===== src/rtl/burst_addr_pkg.sv =====
package burst_addr_pkg;

    localparam int unsigned BA_COL_W = 11;
    localparam int unsigned BA_ROW_W = 14;

    typedef enum logic [1:0] {
        WIN_16  = 2'b00,
        WIN_32  = 2'b01,
        WIN_64  = 2'b10,
        WIN_ROW = 2'b11
    } win_len_e;

    typedef struct packed {
        logic     hybrid;
        win_len_e len;
        logic     linear;
        logic     rbx_en;
        logic     is_read;
        logic     wide;
    } burst_cfg_t;

    localparam burst_cfg_t CFG_DEFAULT = '{
        hybrid:  1'b1,
        len:     WIN_32,
        linear:  1'b0,
        rbx_en:  1'b0,
        is_read: 1'b0,
        wide:    1'b0
    };

    // Window size in units for the sub-row codes; 0 means full row.
    function automatic int unsigned win_units(input win_len_e l);
        case (l)
            WIN_16:  return 16;
            WIN_32:  return 32;
            WIN_64:  return 64;
            default: return 0;
        endcase
    endfunction

    function automatic logic may_cross(input burst_cfg_t c);
        return c.linear & c.rbx_en & c.is_read;
    endfunction

endpackage


===== src/rtl/burst_cfg_latch.sv =====
module burst_cfg_latch
    import burst_addr_pkg::*;
#(
    parameter int unsigned COL_W = BA_COL_W
) (
    input  logic             clk,
    input  logic             rst,
    input  logic             load_i,
    input  burst_cfg_t       cfg_i,
    input  logic [COL_W-1:0] col_i,
    output logic [COL_W-1:0] col_masked_o,
    output burst_cfg_t       cfg_q_o,
    output logic [COL_W-1:0] start_q_o
);
    // Force the start column even, and clear the top bit in word-wide mode.
    always_comb begin
        col_masked_o    = col_i;
        col_masked_o[0] = 1'b0;
        if (cfg_i.wide) begin
            col_masked_o[COL_W-1] = 1'b0;
        end
    end

    always_ff @(posedge clk) begin
        if (rst) begin
            cfg_q_o   <= CFG_DEFAULT;
            start_q_o <= '0;
        end else if (load_i) begin
            cfg_q_o   <= cfg_i;
            start_q_o <= col_masked_o;
        end
    end

endmodule


===== src/rtl/burst_col_step.sv =====
module burst_col_step
    import burst_addr_pkg::*;
#(
    parameter int unsigned COL_W = BA_COL_W
) (
    input  burst_cfg_t       cfg_i,
    input  logic [COL_W-1:0] col_i,
    input  logic [COL_W-1:0] start_i,
    input  logic             first_i,
    output logic [COL_W-1:0] col_n_o,
    output logic             first_n_o,
    output logic             at_last_o
);
    localparam logic [COL_W-1:0] FULL_MASK = '1;
    localparam logic [COL_W-1:0] HALF_MASK = FULL_MASK >> 1;
    localparam logic [COL_W-1:0] ONE       = COL_W'(1);
    localparam logic [COL_W-1:0] TWO       = COL_W'(2);

    logic [COL_W-1:0] row_mask;
    logic [COL_W-1:0] win_mask;
    logic [COL_W-1:0] base;
    logic [COL_W-1:0] inc;
    logic [COL_W-1:0] wrapped;
    logic [COL_W-1:0] win_end;
    logic             full_win;

    always_comb begin
        row_mask = cfg_i.wide ? HALF_MASK : FULL_MASK;
        full_win = cfg_i.linear | (cfg_i.len == WIN_ROW);
        win_mask = full_win ? row_mask : COL_W'(win_units(cfg_i.len) - 1);
        base     = col_i & ~win_mask;
        inc      = (col_i + TWO) & row_mask;
        wrapped  = base | (inc & win_mask);
        win_end  = (base + win_mask + ONE) & row_mask;
        at_last_o = (col_i == (row_mask & ~ONE));

        col_n_o   = wrapped;
        first_n_o = first_i;
        if (cfg_i.hybrid && !full_win) begin
            if (!first_i) begin
                col_n_o = inc;
            end else if (wrapped == start_i) begin
                // First window pass complete: climb from the window end.
                col_n_o   = win_end;
                first_n_o = 1'b0;
            end
        end
    end

endmodule


===== src/rtl/burst_row_step.sv =====
module burst_row_step
    import burst_addr_pkg::*;
#(
    parameter int unsigned ROW_W = BA_ROW_W
) (
    input  logic [ROW_W-1:0] row_i,
    output logic [ROW_W-1:0] row_n_o
);
    localparam logic [ROW_W-1:0] ROW_ONE = ROW_W'(1);

    // Natural overflow returns the top row to row 0.
    always_comb begin
        row_n_o = row_i + ROW_ONE;
    end

endmodule


===== src/rtl/burst_addr_gen.sv =====
module burst_addr_gen
    import burst_addr_pkg::*;
#(
    parameter int unsigned COL_W = BA_COL_W,
    parameter int unsigned ROW_W = BA_ROW_W
) (
    input  logic             clk,
    input  logic             rst,
    input  logic             load_i,
    input  logic [ROW_W-1:0] start_row_i,
    input  logic [COL_W-1:0] start_col_i,
    input  logic             hybrid_i,
    input  logic [1:0]       win_len_i,
    input  logic             linear_i,
    input  logic             rbx_en_i,
    input  logic             rd_i,
    input  logic             wide_i,
    input  logic             adv_i,
    output logic [ROW_W-1:0] row_o,
    output logic [COL_W-1:0] col_o,
    output logic             cross_o
);
    burst_cfg_t       cfg_in;
    burst_cfg_t       cfg_q;
    logic [COL_W-1:0] start_q;
    logic [COL_W-1:0] start_masked;
    logic [COL_W-1:0] col_q;
    logic [COL_W-1:0] col_n;
    logic [ROW_W-1:0] row_q;
    logic [ROW_W-1:0] row_n;
    logic             first_q;
    logic             first_n;
    logic             at_last;
    logic             cross_q;
    logic             cross_take;

    always_comb begin
        cfg_in.hybrid  = hybrid_i;
        cfg_in.len     = win_len_e'(win_len_i);
        cfg_in.linear  = linear_i;
        cfg_in.rbx_en  = rbx_en_i;
        cfg_in.is_read = rd_i;
        cfg_in.wide    = wide_i;
    end

    burst_cfg_latch #(.COL_W(COL_W)) cfg_i0 (
        .clk          (clk),
        .rst          (rst),
        .load_i       (load_i),
        .cfg_i        (cfg_in),
        .col_i        (start_col_i),
        .col_masked_o (start_masked),
        .cfg_q_o      (cfg_q),
        .start_q_o    (start_q)
    );

    burst_col_step #(.COL_W(COL_W)) col_i0 (
        .cfg_i     (cfg_q),
        .col_i     (col_q),
        .start_i   (start_q),
        .first_i   (first_q),
        .col_n_o   (col_n),
        .first_n_o (first_n),
        .at_last_o (at_last)
    );

    burst_row_step #(.ROW_W(ROW_W)) row_i0 (
        .row_i   (row_q),
        .row_n_o (row_n)
    );

    assign cross_take = adv_i & at_last & may_cross(cfg_q);

    always_ff @(posedge clk) begin
        if (rst) begin
            row_q   <= '0;
            col_q   <= '0;
            first_q <= 1'b1;
            cross_q <= 1'b0;
        end else if (load_i) begin
            row_q   <= start_row_i;
            col_q   <= start_masked;
            first_q <= 1'b1;
            cross_q <= 1'b0;
        end else if (adv_i) begin
            col_q   <= col_n;
            first_q <= first_n;
            cross_q <= cross_take;
            if (cross_take) begin
                row_q <= row_n;
            end
        end else begin
            cross_q <= 1'b0;
        end
    end

    assign row_o   = row_q;
    assign col_o   = col_q;
    assign cross_o = cross_q;

endmodule


===== config.mk =====
export PLATFORM = sky130hd
export DESIGN_NAME = burst_addr_gen
export DESIGN_NICKNAME = d
export VERILOG_FILES = /design/src/rtl/burst_addr_pkg.sv /design/src/rtl/burst_cfg_latch.sv /design/src/rtl/burst_col_step.sv /design/src/rtl/burst_row_step.sv /design/src/rtl/burst_addr_gen.sv
export SDC_FILE = /design/constraint.sdc
export NUM_CORES = 1
export LEC_CHECK = 0
export CAP_MARGIN = 15
export CELL_PAD_IN_SITES_DETAIL_PLACEMENT = 2
export CELL_PAD_IN_SITES_GLOBAL_PLACEMENT = 2
export CORE_MARGIN = 10
export CORE_UTILIZATION = 30
export CTS_BUF_LIST = sky130_fd_sc_hd__clkbuf_4
export DETAILED_ROUTE_END_ITERATION = 8
export PLACE_DENSITY_LB_ADDON = 0.25
export SYNTH_ARGS = -nofsm -noshare
export SYNTH_HDL_FRONTEND = slang
export SYNTH_SLANG_ARGS = --single-unit

===== constraint.sdc =====
create_clock -name clk -period 3.28 [get_ports clk]
set_input_delay 0.328 -clock clk [delete_from_list [all_inputs] [get_ports clk]]
set_output_delay 0.328 -clock clk [all_outputs]
set_load 0.01 [all_outputs]

======== Yosys cells after proc, flatten, opt, wreduce, memory -nomap -nowiden ========
Index checks and enable logic that the tools add are counted.
storage, ports and cells
  output and inout bits ................... 26
  register bits after elaboration ......... 44
  word-level logic and storage cells ...... 57
operators by class
  reduce and logical (&&, ||, !) cells .... 9
  bitwise gates (word level) .............. 12
  mux-type cells .......................... 14
  equality and inequality tests ........... 5
  add/sub/neg operators ................... 5
operators with widths
  cell                                                                number
  11-bit two-way mux                                                  7
  11-bit AND                                                          4
  14-bit two-way mux                                                  3
  11-bit == test                                                      2
  7-bit case mux with 3 select lines                                  1
  14-bit by 1-bit adder with 14-bit output, second input constant     1
  11-bit by 1-bit adder with 11-bit output, second input constant     1
  11-bit adder                                                        1
  11-bit by 2-bit adder with 11-bit output, second input constant     1
  11-bit NOT                                                          1
  11-bit OR                                                           1
  7-bit by 1-bit subtractor with 8-bit output, second input constant  1
  1-bit AND                                                           4
  2-bit == test, second input constant                                2
  2-bit AND reduction                                                 2
  2-bit nonzero test                                                  2
  1-bit two-way mux                                                   3
  3-bit OR reduction                                                  1
  2-bit by 1-bit == test with 1-bit output, second input constant     1
  2-bit logical NOT                                                   1
  2-bit OR reduction                                                  1
  1-bit logical AND                                                   1
  1-bit logical NOT                                                   1
  1-bit NOT                                                           1
  1-bit OR                                                            1

======== Longest topological paths before layout ========
  depth in word-level cells ............... 14
  mapped depth ............................ 10

======== Modules after synthesis ========
From an unflattened synthesis, not the netlist that was laid out.
unflattened totals
  cell total of the unflattened synthesis .. 395
  area, all modules ....................... 3,360.7 µm²
by module, submodules not included
  module           area each (µm²)  cells each  instances  seq. area each (µm²)
  burst_addr_gen   1,328.8          137         1          540.5
  burst_col_step   1,043.5          154         1          0.0
  burst_cfg_latch  729.4            69          1          340.3
  burst_row_step   259.0            35          1          0.0

======== Least setup slack after synthesis ========
OpenSTA, ideal clock, no wires.
  path type ............................... register -> register
  from .................................... reg col_q[1] (netlist: col_o[1])
  to ...................................... reg col_q[5] (netlist: col_o[5])
  clock period less this slack ............ 2,587 ps
  data arrival time ....................... 2,501 ps
  stages on the path, launching flop included .. 10
  path buffers ............................ 1
  setup time .............................. 86 ps
  setup slack ............................. 693 ps
  path through ............................ dfxtp_1 > ha_1 > and3_4 > and3_4 > buf_6 > a211o_1 > a211o_1 > o211a_1 > a2111o_1 > a221oi_2
on the way
  word-level cells in the longest chain between the ends .. 10
ends and longest elaborated chain
  element                                               line                  RTL
  start: declaration                                    burst_addr_gen.sv:27  logic [COL_W-1:0] col_q;
  start signal: assignment                              burst_addr_gen.sv:82  col_q <= start_masked;
  start signal: assignment                              burst_addr_gen.sv:86  col_q <= col_n;
  branches (longest 7 deep; another with 11-bit adder)  --
  11-bit two-way mux (*)                                burst_col_step.sv:39  if (cfg_i.hybrid && !full_win) begin
  11-bit two-way mux (*)                                burst_addr_gen.sv:85  end else if (adv_i) begin
  11-bit two-way mux (*)                                burst_addr_gen.sv:80  end else if (load_i) begin
Mark *: on every way between the ends. The select of a mux whose other input is x is not followed.
A chain may end at the register's enable or synchronous reset.

======== Final worst setup path ========
  from .................................... reg col_q[1] (netlist: col_o[1])
  to ...................................... reg col_q[8] (netlist: col_o[8])
Same word-level chain as after synthesis.

==> summary.md <==
| Metric | Value |
|---|---|
| Post-Syn Instances | `371` |
| Post-synth EDFFs | `0` |
| Tcrit/Tclk final | `84.8%` |
| Vias in the first global route | `3210` |
| Tmin final | `2.78 ns` |
| Layout cells sized above 1 | `7.11%` |
| Syn Area/Cell | `7.86 um2` |
| Die W | `119 um` |
| Seq/Total Area, Yosys | `30.2%` |
| Min-delay worst type | `reg -> reg` |
| Pin count of the biggest net entering global routing | `29` |
| Routability congestion estimate | `0.870` |
| Final net count | `460` |
| Worst slew pin tran | `0.749 ns` |
| Maxcap violations | `0` |
| Setup Buffers After CTS | `0` |
| Boundary pin count | `62` |
| Ant. Diodes | `0` |
| First-pass GRT wire length | `17700 um` |
| Share of the synthesized area in the top cell type | `30.2%` |
| Fin util | `39.4%` |
| Most used flip-flop cell after synthesis | `dfxtp_1` |
| Congestion Overflow GR | `0` |
| Sinks on Clock Net | `44` |
| TritonCTS clock tree | `built` |
| Via density | `5.47` |
| Initial antenna violation count | `0` |
| Leakage | `1.42 nW` |
| Number of DRC markers in iteration 0 | `125` |
| Area leader, netlist | `dfxtp_1` |
| Data required, critical path | `3.57 ns` |
| Area grow syn2layout | `26.7%` |
| Initial core utilization | `31.1%` |
| Antenna-violating nets left | `0` |
| Hold Violations, Final | `0` |
| Post-CTS Resized | `0` |
| CP Class | `reg -> reg` |
| Total GRT Usage | `15.0%` |
| Cts hold-fix bufs | `0` |
| Critical path fanouts, max | `8` |
| Setup_tns | `0 ns` |
| Routed wire per std cell | `19.4 um` |
| Crit start category | `flop` |
| Max Root-Sink Buffers | `2` |
| Clock Skews | `0.0247 ns` |
| DRC viols | `0` |
| Buffers on Ports | `60` |
| Final setup violation count | `0` |
| Worst reg-to-reg setup slack | `0.50 ns` |
| Synth Warn # | `0` |
| Peak supply drop | `0.000186 V` |
| Drt pass-1 iters | `4` |
| Distinct cells, synth | `53` |
| Register clock-pin slew on the reported worst setup and hold paths | `0.16 ns` |
| WL final | `10700 um` |
| Core Footprint | `9370 um2` |
| Die H | `119 um` |
| Synth area leaders | `dfxtp_1, xor2_1, mux2i_1` |
| Outcome | `finished, final reports clean` |
| F_max | `360 MHz` |
| Fin. max-slew vios | `0` |
| Relative slew margins | `50.0%` |
| Detailed placement HPWL | `8050 um` |
| CTS H-tree lvls | `2` |
| Via count | `3014` |
| CP endpoint kind | `flop` |
| Full die area | `14100 um2` |
| Asr flop ratio synth | `0%` |
| Post-Syn Area | `2920 um2` |
| Cell Pwr Density | `337 nW/um2` |
| Number of synthesized register bits | `44` |
| CP Data Arrival Time | `3.08 ns` |
| Rows | `35` |
| Root Buffer | `clkbuf_4` |
| Clk_lat worst skew | `0.37 ns` |
| Clock buffer count from CTS | `5` |
| Synthesized Nets | `409` |
| RSZ-0062 raised after global routing | `no` |
## cell usage in the layout, fill, tap and decap left out, drive strengths merged, types with 6 or more instances in the layout
| master | synthesis | routed |
|---|---|---|
| a21oi | 24 | 24 |
| xor2 | 22 | 22 |
| clkdlybuf4s50 | 0 | 59 |
| nand4 | 10 | 10 |
| and2 | 6 | 6 |
| nor3 | 12 | 12 |
| nand2 | 27 | 27 |
| o21ai | 17 | 17 |
| buf | 14 | 16 |
| inv | 7 | 7 |
| nor2 | 41 | 41 |
| xnor2 | 12 | 12 |
| mux2i | 17 | 17 |
| a211oi | 10 | 10 |
| dfxtp | 44 | 44 |
| and3 | 10 | 10 |
| nand3 | 16 | 16 |
## through the flow
stage	cells	setup slack, ns	area [um2]	power, mW	hold WS, ns
3_5_place_dp	544	0.491	3640	0.985	0.484
5_1_grt	551	0.182	3690	1.33	0.521
4_1_cts	551	0.459	3690	1.26	0.503
2_1_floorplan	371	0.693	2920	0.820	0.457
3_3_place_gp	544	0.574	3640	0.970	0.472
6_report	551	0.499	3690	1.25	0.498
## routing by layer
layer / wire (um) / track usage (%) / share of wire [%]
met1: 4860 / 19.6 / 45
met2: 5350 / 25.8 / 50
met3: 432 / 2.48 / 4.0
met4: 56 / 2.14 / 0.52
met5: 0 / 0 / 0
## worst max-delay path: stages, from the launching register on
cell      delay [ns]
dfxtp_1         0.51
ha_1            0.28
and3_4          0.24
o21ai_0         0.19
xnor2_1         0.20
or3_4           0.42
nor3_1          0.45
a221oi_1        0.15
o32ai_1         0.28
## final timing paths
kind | from | end | depth (start not counted)
setup reg to reg | col_o[1]$_SDFFE_PP0P_ | col_o[8]$_SDFFE_PP0P_ | 8
hold reg to reg | cfg_i0.start_q_o[10]$_SDFFE_PP0P_ | cfg_i0.start_q_o[10]$_SDFFE_PP0P_ | 2
setup / recovery | col_o[1]$_SDFFE_PP0P_ | col_o[8]$_SDFFE_PP0P_ | 8
hold / removal | cfg_i0.start_q_o[10]$_SDFFE_PP0P_ | cfg_i0.start_q_o[10]$_SDFFE_PP0P_ | 2
## power breakdown
part	total [mW]	switching, mW	internal [mW]
registers	0.617	0.0493	0.568
clock network	0.273	0.194	0.0787
logic	0.355	0.182	0.174
total	1.25	0.426	0.820
## final cells by class
class,instances,area (um2)
multi-input combinational,289,1870
sequential,44,881
clock buffer,5,37.5
timing repair buffer,75,708
tap,129,161
inverter,7,26.3
clock inverter,2,12.5
fill,1114,5680
## state kept, by name, indices dropped and copies added (netlist names), named ones only
signal,flops
col_o,10
row_o,14
cfg_i0.start_q_o,10
cross_o,1
cfg_i0.cfg_q_o,7
first_q,1
## Yosys cell counts (7+ instances only)
| cell | n |
|---|---|
| nand2_1 | 27 |
| nor3_1 | 12 |
| nand4_1 | 10 |
| nand3_1 | 16 |
| clkbuf_1 | 17 |
| and3_1 | 8 |
| xnor2_1 | 12 |
| a211oi_1 | 10 |
| nor2_1 | 41 |
| inv_1 | 7 |
| a21oi_1 | 23 |
| xor2_1 | 22 |
| o21ai_0 | 17 |
| mux2i_1 | 17 |
| dfxtp_1 | 44 |
## logic make-up after synthesis
family / Yosys count / synth area share (%)
multiplexers: 17 / 5.84
adder cells (fa/ha/maj): 2 / 0.858
flip-flops: 44 / 30.2
XOR/XNOR: 34 / 10.2
buffers and inverters: 38 / 5.92
AND/OR/NAND/NOR: 142 / 24.7
AO/OA/AOI/OAI: 94 / 22.2
Power figures use the tool's default switching activity.
